**config.mk**
```make
export PLATFORM = sky130hd
export DESIGN_NAME = wdog_rstgate
export DESIGN_NICKNAME = d
export VERILOG_FILES = /design/src/rtl/wdog_pkg.sv /design/src/rtl/wdog_counter.sv /design/src/rtl/wdog_pulse.sv /design/src/rtl/wdog_regs.sv /design/src/rtl/wdog_rstgate.sv
export SDC_FILE = /design/constraint.sdc
export NUM_CORES = 1
export LEC_CHECK = 0
export BUFFER_PORTS_ARGS = -buffer_cell sky130_fd_sc_hd__buf_2
export CORE_MARGIN = 5
export CORE_UTILIZATION = 60
export CTS_CLUSTER_SIZE = 8
export DETAILED_ROUTE_END_ITERATION = 10
export GPL_TIMING_DRIVEN = 0
export PLACE_DENSITY = 0.92
export SYNTH_ARGS = -nofsm -noshare
export SYNTH_HDL_FRONTEND = slang
export SYNTH_SLANG_ARGS = --single-unit
```
**constraint.sdc**
```tcl
create_clock -name clk_i -period 4.24 [get_ports clk_i]
set_input_delay 0 -clock clk_i [delete_from_list [all_inputs] [get_ports clk_i]]
set_output_delay 0 -clock clk_i [all_outputs]
set_load 0.01 [all_outputs]
```
**src/rtl/wdog_pkg.sv**
```systemverilog
package wdog_pkg;
  localparam int ADDR_W = 3;
  localparam int DATA_W = 32;

  localparam logic [ADDR_W-1:0] A_CTRL  = 3'd0;
  localparam logic [ADDR_W-1:0] A_STAT  = 3'd1;
  localparam logic [ADDR_W-1:0] A_CNT   = 3'd2;
  localparam logic [ADDR_W-1:0] A_RSTEN = 3'd3;
  localparam logic [ADDR_W-1:0] A_MASK  = 3'd4;
  localparam logic [ADDR_W-1:0] A_PLEN  = 3'd5;

  localparam int B_RUN   = 8;
  localparam int B_CLKEN = 10;
  localparam int B_EXP   = 31;
  localparam int B_RSTEN = 8;
  localparam int B_MASK  = 10;
endpackage

```
**src/rtl/wdog_counter.sv**
```systemverilog
module wdog_counter #(
  parameter int CNT_W = 32
) (
  input  logic             clk_i,
  input  logic             rst_ni,
  input  logic             run_i,
  input  logic             tick_i,
  input  logic             ld_i,
  input  logic [CNT_W-1:0] ld_val_i,
  output logic [CNT_W-1:0] cnt_o,
  output logic             expire_o
);
  localparam logic [CNT_W-1:0] ONE = CNT_W'(1);

  logic [CNT_W-1:0] cnt_q;
  logic             dec;

  assign dec      = run_i && tick_i && (cnt_q != '0);
  // a reload in the same cycle as the final step wins and suppresses expiry
  assign expire_o = dec && (cnt_q == ONE) && !ld_i;
  assign cnt_o    = cnt_q;

  always_ff @(posedge clk_i or negedge rst_ni) begin
    if (!rst_ni)    cnt_q <= '0;
    else if (ld_i)  cnt_q <= ld_val_i;
    else if (dec)   cnt_q <= cnt_q - ONE;
  end

  a_r2_hold: assert property (@(posedge clk_i) disable iff (!rst_ni)
    (!(run_i && tick_i) && !ld_i) |=> $stable(cnt_o));
  a_r2_step: assert property (@(posedge clk_i) disable iff (!rst_ni)
    (run_i && tick_i && !ld_i && cnt_o != '0) |=> (cnt_o == $past(cnt_o) - ONE));
  a_r4_zero_sticks: assert property (@(posedge clk_i) disable iff (!rst_ni)
    (cnt_o == '0 && !ld_i) |=> (cnt_o == '0));
endmodule

```
**src/rtl/wdog_pulse.sv**
```systemverilog
module wdog_pulse #(
  parameter int PULSE_W = 8
) (
  input  logic               clk_i,
  input  logic               rst_ni,
  input  logic               expire_i,
  input  logic [PULSE_W-1:0] len_i,
  input  logic               gate_i,
  output logic               reset_o
);
  logic [PULSE_W-1:0] pcnt_q;
  logic               active;

  always_ff @(posedge clk_i or negedge rst_ni) begin
    if (!rst_ni)          pcnt_q <= '0;
    else if (expire_i)    pcnt_q <= len_i;
    else if (pcnt_q != '0) pcnt_q <= pcnt_q - PULSE_W'(1);
  end

  assign active  = (pcnt_q != '0);
  // gate applied live so masking kills a running pulse at once
  assign reset_o = active && gate_i;

  a_r6_starts_on_expiry: assert property (@(posedge clk_i) disable iff (!rst_ni)
    $rose(active) |-> $past(expire_i));
  a_r6_shrinks: assert property (@(posedge clk_i) disable iff (!rst_ni)
    (active && !expire_i) |=> (pcnt_q < $past(pcnt_q)));
endmodule

```
**src/rtl/wdog_regs.sv**
```systemverilog
module wdog_regs
  import wdog_pkg::*;
#(
  parameter int CNT_W     = 32,
  parameter int PULSE_W   = 8,
  parameter int PULSE_RST = 4
) (
  input  logic               clk_i,
  input  logic               rst_ni,
  input  logic               req_i,
  input  logic               we_i,
  input  logic [ADDR_W-1:0]  addr_i,
  input  logic [DATA_W-1:0]  wdata_i,
  output logic [DATA_W-1:0]  rdata_o,
  input  logic [CNT_W-1:0]   cnt_i,
  input  logic               expire_i,
  output logic               cnt_ld_o,
  output logic               run_o,
  output logic               gate_o,
  output logic [PULSE_W-1:0] plen_o
);
  localparam logic [DATA_W-1:0] MASK_RST = DATA_W'(1) << B_MASK;

  logic               wr;
  logic [DATA_W-1:0]  ctrl_q, stat_q, rsten_q, mask_q;
  logic [PULSE_W-1:0] plen_q;
  logic [DATA_W-1:0]  cnt_ext, plen_ext, rd_mux;
  logic               stat_clr;

  assign wr       = req_i && we_i;
  assign cnt_ld_o = wr && (addr_i == A_CNT);
  assign stat_clr = wr && (addr_i == A_STAT) && !wdata_i[B_EXP];

  always_ff @(posedge clk_i or negedge rst_ni) begin
    if (!rst_ni) begin
      ctrl_q  <= '0;
      stat_q  <= '0;
      rsten_q <= '0;
      mask_q  <= MASK_RST;
      plen_q  <= PULSE_W'(PULSE_RST);
    end else begin
      if (wr) begin
        case (addr_i)
          A_CTRL:  ctrl_q  <= wdata_i;
          A_STAT:  stat_q  <= {stat_q[B_EXP] & wdata_i[B_EXP], wdata_i[B_EXP-1:0]};
          A_RSTEN: rsten_q <= wdata_i;
          A_MASK:  mask_q  <= wdata_i;
          A_PLEN:  plen_q  <= wdata_i[PULSE_W-1:0];
          default: ;
        endcase
      end
      if (expire_i) stat_q[B_EXP] <= 1'b1;
    end
  end

  always_comb begin
    cnt_ext  = '0;
    cnt_ext[CNT_W-1:0] = cnt_i;
    plen_ext = '0;
    plen_ext[PULSE_W-1:0] = plen_q;
    case (addr_i)
      A_CTRL:  rd_mux = ctrl_q;
      A_STAT:  rd_mux = stat_q;
      A_CNT:   rd_mux = cnt_ext;
      A_RSTEN: rd_mux = rsten_q;
      A_MASK:  rd_mux = mask_q;
      A_PLEN:  rd_mux = plen_ext;
      default: rd_mux = '0;
    endcase
  end

  assign rdata_o = (req_i && !we_i) ? rd_mux : '0;
  assign run_o   = ctrl_q[B_RUN] && ctrl_q[B_CLKEN];
  assign gate_o  = rsten_q[B_RSTEN] && !mask_q[B_MASK];
  assign plen_o  = plen_q;

  a_r4_expiry_flags: assert property (@(posedge clk_i) disable iff (!rst_ni)
    expire_i |=> stat_q[B_EXP]);
  a_r5_sticky: assert property (@(posedge clk_i) disable iff (!rst_ni)
    (stat_q[B_EXP] && !stat_clr) |=> stat_q[B_EXP]);
endmodule

```
**src/rtl/wdog_rstgate.sv**
```systemverilog
module wdog_rstgate
  import wdog_pkg::*;
#(
  parameter int CNT_W     = 32,
  parameter int PULSE_W   = 8,
  parameter int PULSE_RST = 4
) (
  input  logic              clk_i,
  input  logic              rst_ni,
  input  logic              tick_i,
  input  logic              req_i,
  input  logic              we_i,
  input  logic [ADDR_W-1:0] addr_i,
  input  logic [DATA_W-1:0] wdata_i,
  output logic [DATA_W-1:0] rdata_o,
  output logic              reset_o
);
  logic [CNT_W-1:0]   cnt;
  logic               expire, cnt_ld, run, gate;
  logic [PULSE_W-1:0] plen;

  wdog_regs #(.CNT_W(CNT_W), .PULSE_W(PULSE_W), .PULSE_RST(PULSE_RST)) u_regs (
    .clk_i, .rst_ni, .req_i, .we_i, .addr_i, .wdata_i, .rdata_o,
    .cnt_i(cnt), .expire_i(expire), .cnt_ld_o(cnt_ld), .run_o(run),
    .gate_o(gate), .plen_o(plen)
  );

  wdog_counter #(.CNT_W(CNT_W)) u_cnt (
    .clk_i, .rst_ni, .run_i(run), .tick_i, .ld_i(cnt_ld),
    .ld_val_i(wdata_i[CNT_W-1:0]), .cnt_o(cnt), .expire_o(expire)
  );

  wdog_pulse #(.PULSE_W(PULSE_W)) u_pulse (
    .clk_i, .rst_ni, .expire_i(expire), .len_i(plen), .gate_i(gate),
    .reset_o
  );

  a_r9_expiry_needs_step: assert property (@(posedge clk_i) disable iff (!rst_ni)
    expire |-> (run && tick_i && !cnt_ld));
endmodule

```
==> impl_results.rst, run 1 <==
.. list-table::
   :header-rows: 1

   * - Metric
     - Value
   * - Outcome
     - complete, no violations
   * - Number of buffers added on ports
     - 70
   * - Unique masters post-synth
     - 50
   * - Total routing resource utilization after global routing
     - 0.289
   * - # Post-CTS Setup Buffers
     - 0
   * - Max transition margin
     - 0.126
   * - Worst Setup Path Type
     - flop to flop
   * - Die Area
     - around 0.017 sq mm
   * - Starting DRC count in detailed routing
     - 814
   * - Worst min-delay path class
     - primary input to async pin
   * - Filler instances
     - 939
   * - Post-synth EDFFs
     - 0
   * - Final Skew
     - 0.0108 ns
   * - Kind of launch point of the worst setup path
     - flop
   * - Maximum number of pins on one net before global-route repair
     - between 100 and 150
   * - Slowest Stage Delay on Critical Path
     - approximately 0.6 ns
   * - Clock-pin transition on the worst setup and hold timing paths
     - approximately 0.07 ns
   * - Wire length of the first global-routing pass
     - 37600 microns
   * - Maximum number of buffers from clock root to sink
     - 2
   * - Combined area of all synthesized cells
     - ~0.0087 sq mm
   * - DRC violations left
     - 0
   * - Setup repair after global routing missed its margin
     - false
   * - Num CTS Buffers
     - 17
   * - Overall routed net length
     - 23500 microns
   * - Measured slew at the worst slew-check pin
     - 1.30 ns
   * - Core outline area
     - between 0.01 and 0.015 sq mm
   * - Critical path, cell by cell
     - nor4_1 > and4b_1 > nor3b_1 > buf_4 > nor2_1 > xor2_1 > mux2_2
   * - Slowest stage cell, crit path
     - sky130_fd_sc_hd__nor3b_1
   * - Flip-flop cell with the highest count after synthesis
     - sky130_fd_sc_hd__dfrtp_1
   * - DIE HEIGHT
     - between 100 and 150 microns
   * - Die width
     - around 130 microns
   * - Clock tree sinks
     - around 180
   * - Portion of total power attributed to combinational logic
     - 0.186
   * - Number of I/O pins
     - 73
   * - Cell leakage power
     - roughly 4.4 nW
   * - Post-Synthesis Net Count
     - slightly above 800
   * - Leftover overflow at the end of global routing
     - 0
   * - Yosys reg bits
     - around 180
   * - Number of H-tree levels
     - 4
   * - Post-route clock period utilization
     - 0.663
   * - Worst reg2reg startpoint
     - u_cnt.cnt_o[8]$_DFFE_PN0P_
   * - Share of power burned in registers
     - 0.489
   * - Clock tree from TritonCTS
     - yes
   * - Worst-Skew Late Latency
     - approximately 0.44 ns
   * - Power Density
     - 477 mW/mm^2
   * - Effective utilization at floorplan
     - 0.605
   * - Total buffers and inverters traversed by the critical path
     - 1
   * - Number of vias in the routed layout
     - 6939
   * - Worst Slack Setup Final
     - approximately 1.4 ns
   * - Post-layout total power
     - a little under 5 mW
   * - Final net count
     - about 940
   * - Diode count
     - 0
   * - Instance area after placement
     - roughly 0.0093 sq mm
   * - Root cell of the clock tree
     - sky130_fd_sc_hd__clkbuf_16
   * - YS warnings
     - 0
   * - Drt wl/cell
     - between 20 and 25 microns
   * - Signed area change from the synthesized netlist to the final layout
     - 17.6%
   * - Vias in the first global route
     - between 7000 and 8000
   * - Post-synth ARST share
     - 1.00
   * - Gate Count Post-Synth
     - about 770
   * - Sequential-to-total area share from yosys stat
     - 0.507
   * - Final setup violation count
     - 0
   * - Largest driver fanout on the critical path
     - 10
   * - Timing startpoint of the critical path
     - u_cnt.cnt_o[8]$_DFFE_PN0P_
   * - Final instance area
     - ~0.010 sq mm
   * - Routability Congestion
     - 0.918
   * - Pre-CTS setup slack
     - approximately 1.4 ns
   * - Peak clock frequency supported by timing
     - around 0.36 GHz
   * - Internal power component
     - 3.51 mW
   * - Number of maximum-capacitance violations
     - 0
   * - Antenna violation net count after detailed routing
     - 0
   * - Period minus WS final
     - around 2.8 ns
   * - Number of core rows
     - 44
   * - Family with the most delay on the worst path
     - simple AND/OR/NAND/NOR gates
   * - Average size of a mapped cell
     - ~11 sq um
   * - Data required time at the worst endpoint
     - ~4.6 ns
   * - Final total negative setup slack
     - 0 ns
   * - Pre-antenna DRT Iters
     - 6
   * - Half-perimeter wire length of the detailed placement result
     - 15800 microns
   * - Antenna violations before repair
     - 0
   * - Number of max-slew violations in the final report
     - 0
   * - Number of vias per cell after detailed routing
     - between 6 and 7
   * - Worst reg2reg setup slack
     - about 1.4 ns
   * - Part of the total power dissipated in the clock network
     - 0.324
   * - Worst IR drop on VDD
     - between 0.3 and 0.4 mV
   * - Layout cells sized above 1
     - 0.287
   * - Fraction of power spent switching nets
     - 0.282
   * - Net Sw Power
     - between 1 and 1.5 mW
   * - Number of hold violations in the final report
     - 0
   * - Worst Setup End Kind
     - flop
   * - Arrival time at the worst endpoint
     - between 3 and 4 ns
cells by family (layout without fill, tap and decap cells):
family	count (synthesis)	count (layout)	synth area share
adder cells (fa/ha/maj)	4	4	0.00575
multiplexers	181	181	0.231
AO/OA/AOI/OAI	119	119	0.0877
flip-flops	176	176	0.507
XOR/XNOR	34	34	0.0342
buffers and inverters	56	191	0.0260
AND/OR/NAND/NOR	202	202	0.109
state kept, by name, indices dropped and copies added (netlist names):
name,flops
u_regs.plen_o,8
u_cnt.cnt_o,32
u_regs.ctrl_q,32
u_regs.mask_q,32
u_regs.rsten_q,32
u_regs.stat_q,32
u_pulse.pcnt_q,8
per-layer routing:
metal,vias up,global-route usage,wire (microns)
li1,3030,-,-
met1,3439,0.374,9390
met2,395,0.465,11300
met3,75,0.0585,1940
met4,0,0.148,947
met5,-,0,0
cells in the final DEF (no fill, tap or decap), types with 13 or more instances in the layout:
| cell | count |
|---|---|
| sky130_fd_sc_hd__o21ai_0 | 15 |
| sky130_fd_sc_hd__nand2_1 | 22 |
| sky130_fd_sc_hd__xnor2_1 | 29 |
| sky130_fd_sc_hd__clkbuf_16 | 17 |
| sky130_fd_sc_hd__mux2_2 | 145 |
| sky130_fd_sc_hd__nor4_1 | 13 |
| sky130_fd_sc_hd__dfrtp_1 | 174 |
| sky130_fd_sc_hd__dlygate4sd3_1 | 33 |
| sky130_fd_sc_hd__mux2i_1 | 33 |
| sky130_fd_sc_hd__nor3_1 | 17 |
| sky130_fd_sc_hd__buf_2 | 73 |
| sky130_fd_sc_hd__nor2_1 | 111 |
| sky130_fd_sc_hd__a21oi_1 | 52 |
| sky130_fd_sc_hd__clkbuf_1 | 40 |
stage by stage:
stage	utilization	cells	hold slack, ns
floorplan	-	772	-0.296
global placement	0.646	1026	0.282
detailed placement	0.648	1027	-0.0428
CTS	0.712	1091	0.0728
global route	0.712	1091	0.106
finish	0.712	1091	0.0860
synthesized netlist by cell type, drive strengths merged (2+ instances only):
master / count / area, sq um
or3: 5 / 31.3
mux2i: 33 / 330
xor2: 5 / 43.8
and3: 5 / 31.3
o211ai: 3 / 22.5
o22ai: 3 / 18.8
ha: 4 / 50.1
a22oi: 8 / 60.1
nand3: 5 / 25.0
nor2b: 3 / 18.8
a211oi: 6 / 45.0
mux2: 148 / 1680
nor4: 14 / 103
dfrtp: 174 / 4350
a222oi: 11 / 110
nor3b: 4 / 30.0
clkbuf: 37 / 139
a31oi: 4 / 25.0
o21ai: 15 / 75.1
a21oi: 52 / 260
xnor2: 29 / 254
nand2b: 2 / 12.5
dfstp: 2 / 52.6
nand4: 2 / 12.5
nor3: 18 / 95.1
nand2: 22 / 82.6
buf: 12 / 61.3
a221oi: 12 / 105
and2: 3 / 18.8
inv: 6 / 22.5
or4: 2 / 15.0
nor2: 111 / 417
power by group through the flow:
stage | clock network, mW | logic, mW | registers (mW)
after floorplan | 0 | 0.651 | 2.30
after global placement | 0 | 0.817 | 2.36
after detailed placement | 0 | 0.870 | 2.40
after CTS | 1.59 | 0.903 | 2.37
after global routing | 1.65 | 1.00 | 2.43
final | 1.58 | 0.909 | 2.39
area by class of cell:
cell class	count	area, sq um	share of cell area
Tap cell	184	230	0.0225
Inverter	7	26.3	0.00257
Multi-Input combinational cell	540	4070	0.397
Timing Repair Buffer	104	718	0.0702
Clock inverter	10	136	0.0133
Sequential cell	176	4410	0.431
Buffer	49	200	0.0196
Clock buffer	21	450	0.0440
what timing repair did:
action	in CTS	in global routing
gates resized for setup	0	0
endpoints found under the hold margin	224	0
hold buffers	33	0
path summary, 6_finish.rpt:
check                      cells after the start                       endpoint
max                                            7     u_cnt.cnt_o[8]$_DFFE_PN0P_
min                                            2  u_pulse.pcnt_q[6]$_DFFE_PN0P_
max reg2reg                                    7     u_cnt.cnt_o[8]$_DFFE_PN0P_
min reg2reg                                    1  u_regs.stat_q[17]$_DFFE_PN0P_
max in group asynchronous                      3  u_regs.ctrl_q[16]$_DFFE_PN0P_
min in group clk_i                             3   u_regs.mask_q[0]$_DFFE_PN0P_
Power figures use the tool's default switching activity.
==> run 2, diff against run 1 <==
--- a/config.mk
+++ b/config.mk
@@ -7,11 +7,11 @@
 export LEC_CHECK = 0
 export BUFFER_PORTS_ARGS = -buffer_cell sky130_fd_sc_hd__buf_2
 export CORE_MARGIN = 5
-export CORE_UTILIZATION = 60
+export CORE_UTILIZATION = 54
 export CTS_CLUSTER_SIZE = 8
 export DETAILED_ROUTE_END_ITERATION = 10
 export GPL_TIMING_DRIVEN = 0
-export PLACE_DENSITY = 0.92
+export PLACE_DENSITY = 0.88
 export SYNTH_ARGS = -nofsm -noshare
 export SYNTH_HDL_FRONTEND = slang
 export SYNTH_SLANG_ARGS = --single-unit
==> constraint.sdc (replaced) <==
create_clock -name clk_i -period 2.4 [get_ports clk_i]
set_input_delay 0 -clock clk_i [delete_from_list [all_inputs] [get_ports clk_i]]
set_output_delay 0 -clock clk_i [all_outputs]
set_load 0.01 [all_outputs]
==> run 2 against run 1 <==
Effect of this change:
- critical path type unchanged
- the run now ends with setup timing left
- non-clock buffer count grew 15
- sequential power grew 77%
- clock power grew 86%
- hold slack gained 0.028 ns
- die area grew 10%
- first-iteration DRC count grew 11%
- routed wire length grew 5.1%
- final area grew 3.4%
- highest routed layer unchanged
- fmax grew 16%
==> impl_results.rst, run 2 (synthesis results as in run 1) <==
.. list-table::
   :header-rows: 1

   * - Metric
     - Value
   * - Outcome
     - complete, but fails checks
   * - Violated checks
     - setup timing
   * - Slowest Stage Delay on Critical Path
     - a little under 0.6 ns
   * - Maximum number of buffers from clock root to sink
     - 2
   * - Post-route insts no fill
     - approximately 1100
   * - Number of core rows
     - 46
   * - Critical path, cell by cell
     - nor4_2 > nand3_1 > or3_4 > or4b_4 > buf_8 > mux2_4
   * - Worst min-delay path class
     - primary input to async pin
   * - Starting DRC count in detailed routing
     - 900
   * - Post-route clock period utilization
     - 1.01
   * - Number of vias in the routed layout
     - ~7000
   * - Post-layout total power
     - roughly 8.9 mW
   * - Num CTS Buffers
     - 17
   * - Part of the total power dissipated in the clock network
     - 0.333
   * - DIE HEIGHT
     - 137 microns
   * - Routability Congestion
     - 0.931
   * - Number of max-slew violations in the final report
     - 0
   * - Worst IR drop on VDD
     - between 0.6 and 0.7 mV
   * - Measured slew at the worst slew-check pin
     - 1.15 ns
   * - Data required time at the worst endpoint
     - ~2.7 ns
   * - Period minus WS final
     - roughly 2.4 ns
   * - Pre-antenna DRT Iters
     - 6
   * - Register-to-Register Path Depth
     - 6
   * - Cell leakage power
     - 4.56 nW
   * - Number of buffers added on ports
     - 70
   * - Portion of total power attributed to combinational logic
     - 0.190
   * - Worst-Skew Late Latency
     - around 0.44 ns
   * - Number of H-tree levels
     - 4
   * - Core outline area
     - between 0.015 and 0.02 sq mm
   * - Pre-CTS setup slack
     - -0.566 ns
   * - Fin util
     - 0.669
   * - Clock tree from TritonCTS
     - yes
   * - Internal power component
     - ~6.3 mW
   * - Root cell of the clock tree
     - sky130_fd_sc_hd__clkbuf_16
   * - Worst Setup Path Type
     - flop to flop
   * - Setup repair after global routing missed its margin
     - true
   * - Overall routed net length
     - approximately 25000 microns
   * - Drt wl/cell
     - between 20 and 25 microns
   * - RR Endpoint
     - u_pulse.pcnt_q[3]$_DFFE_PN0P_
   * - Die Area
     - ~0.019 sq mm
   * - Net Sw Power
     - around 2.5 mW
   * - Commonest non-fill, non-tap cells in the layout
     - 170 x sky130_fd_sc_hd__dfrtp_1, 145 x sky130_fd_sc_hd__mux2_2, 109 x sky130_fd_sc_hd__nor2_1
   * - Share of power burned in registers
     - 0.478
   * - Layout cells sized above 1
     - 0.330
   * - Worst Slack Setup Final
     - -0.0271 ns
   * - Max transition margin
     - 0.227
   * - Largest driver fanout on the critical path
     - 6
   * - Maximum number of pins on one net before global-route repair
     - approximately 110
   * - Vias in the first global route
     - about 7000
   * - Number of I/O pins
     - between 70 and 80
   * - Effective utilization at floorplan
     - 0.550
   * - Hold Slack
     - around 0.11 ns
   * - Timing startpoint of the critical path
     - u_cnt.cnt_o[18]$_DFFE_PN0P_
   * - Peak clock frequency supported by timing
     - between 0.4 and 0.5 GHz
   * - Instance count after placement with tap cells included
     - approximately 1100
   * - Kind of launch point of the worst setup path
     - flop
   * - Capturing instance or port of the critical path
     - u_pulse.pcnt_q[3]$_DFFE_PN0P_
   * - Slowest stage cell, crit path
     - sky130_fd_sc_hd__or4b_4
   * - Power Density
     - 836 mW/mm^2
   * - Half-perimeter wire length of the detailed placement result
     - 15800 microns
   * - Number of hold violations in the final report
     - 0
   * - Final Skew
     - 0.0154 ns
   * - Worst Setup End Kind
     - flop
   * - Number of vias per cell after detailed routing
     - 6.13
   * - Leading cell type in the layout, fill and taps excluded
     - sky130_fd_sc_hd__dfrtp_1
   * - Final setup violation count
     - 4
   * - Antenna violations before repair
     - 0
   * - Leftover overflow at the end of global routing
     - 0
   * - Total routing resource utilization after global routing
     - 0.267
   * - Antenna violation net count after detailed routing
     - 0
   * - Fraction of power spent switching nets
     - 0.283
   * - Final net count
     - roughly 950
   * - Arrival time at the worst endpoint
     - 2.74 ns
   * - DRC violations left
     - 0
   * - Wire length of the first global-routing pass
     - around 38000 microns
   * - Number of maximum-capacitance violations
     - 0
   * - Worst reg2reg setup slack
     - -0.03 ns
   * - Diode count
     - 0
   * - Clock tree sinks
     - about 180
   * - Die width
     - 137 microns
   * - Clock-pin transition on the worst setup and hold timing paths
     - approximately 0.07 ns
   * - Signed area change from the synthesized netlist to the final layout
     - 21.7%
   * - Worst reg2reg startpoint
     - u_cnt.cnt_o[18]$_DFFE_PN0P_
## run 2: critical path: cells and delay by family, from the launching register on
family	cells	cell delay [ns]
mux	1	0.29
flops	1	0.42
buf+inv	1	0.16
simple gates	4	1.43
## run 2: what timing repair did
action | in CTS | in global routing
gates resized for setup | 18 | 23
cloned | 0 | 0
hold buffers | 33 | 0
setup buffers | 8 | 7
endpoints found under the hold margin | 237 | 0
pin swaps | 6 | 3
setup endpoints to repair | 75 | 19
## run 2: metrics by stage
step | area (sq um) | setup TNS, ns
floorplan | 8700 | 0
global placement | 9320 | -262.28
detailed placement | 9360 | -29.84
CTS | 10400 | -0.218
global route | 10600 | -0.609
finish | 10600 | -0.0716
## run 2: power by group through the flow
stage / clock, mW / sequential [mW] / combinational (mW)
5_1_grt: 3.10 / 4.29 / 1.83
3_5_place_dp: 0 / 4.22 / 1.53
3_3_place_gp: 0 / 4.18 / 1.45
2_1_floorplan: 0 / 4.07 / 1.15
6_report: 2.94 / 4.23 / 1.68
4_1_cts: 2.95 / 4.18 / 1.65
## run 2: metal layers
layer | vias up | GRT usage | wire, microns
li1 | 3050 | - | -
met1 | 3466 | 0.345 | 9560
met2 | 378 | 0.431 | 12000
met3 | 77 | 0.0632 | 2410
met4 | 0 | 0.113 | 779
met5 | - | 0 | 0
## run 2: how the worst min path moves through the flow
stage	to	slack, ns	depth (start not counted)
4_1_cts	u_cnt.cnt_o[0]$_DFFE_PN0P_	0.09	5
5_1_grt	u_regs.mask_q[0]$_DFFE_PN0P_	0.14	3
3_5_place_dp	u_pulse.pcnt_q[6]$_DFFE_PN0P_	-0.007	1
6_report	u_pulse.pcnt_q[7]$_DFFE_PN0P_	0.11	2
2_1_floorplan	u_cnt.cnt_o[0]$_DFFE_PN0P_	-0.30	0
3_3_place_gp	u_regs.stat_q[30]$_DFFE_PN0P_	0.26	3
## run 2: cell type report
cell class,count,area [sq um]
timing repair buffer,119,851
buffer,49,223
sequential,176,4410
tap,216,270
clock inverter,13,188
fill,1109,5240
multi-input combinational,540,4180
clock buffer,18,439
inverter,7,26.3
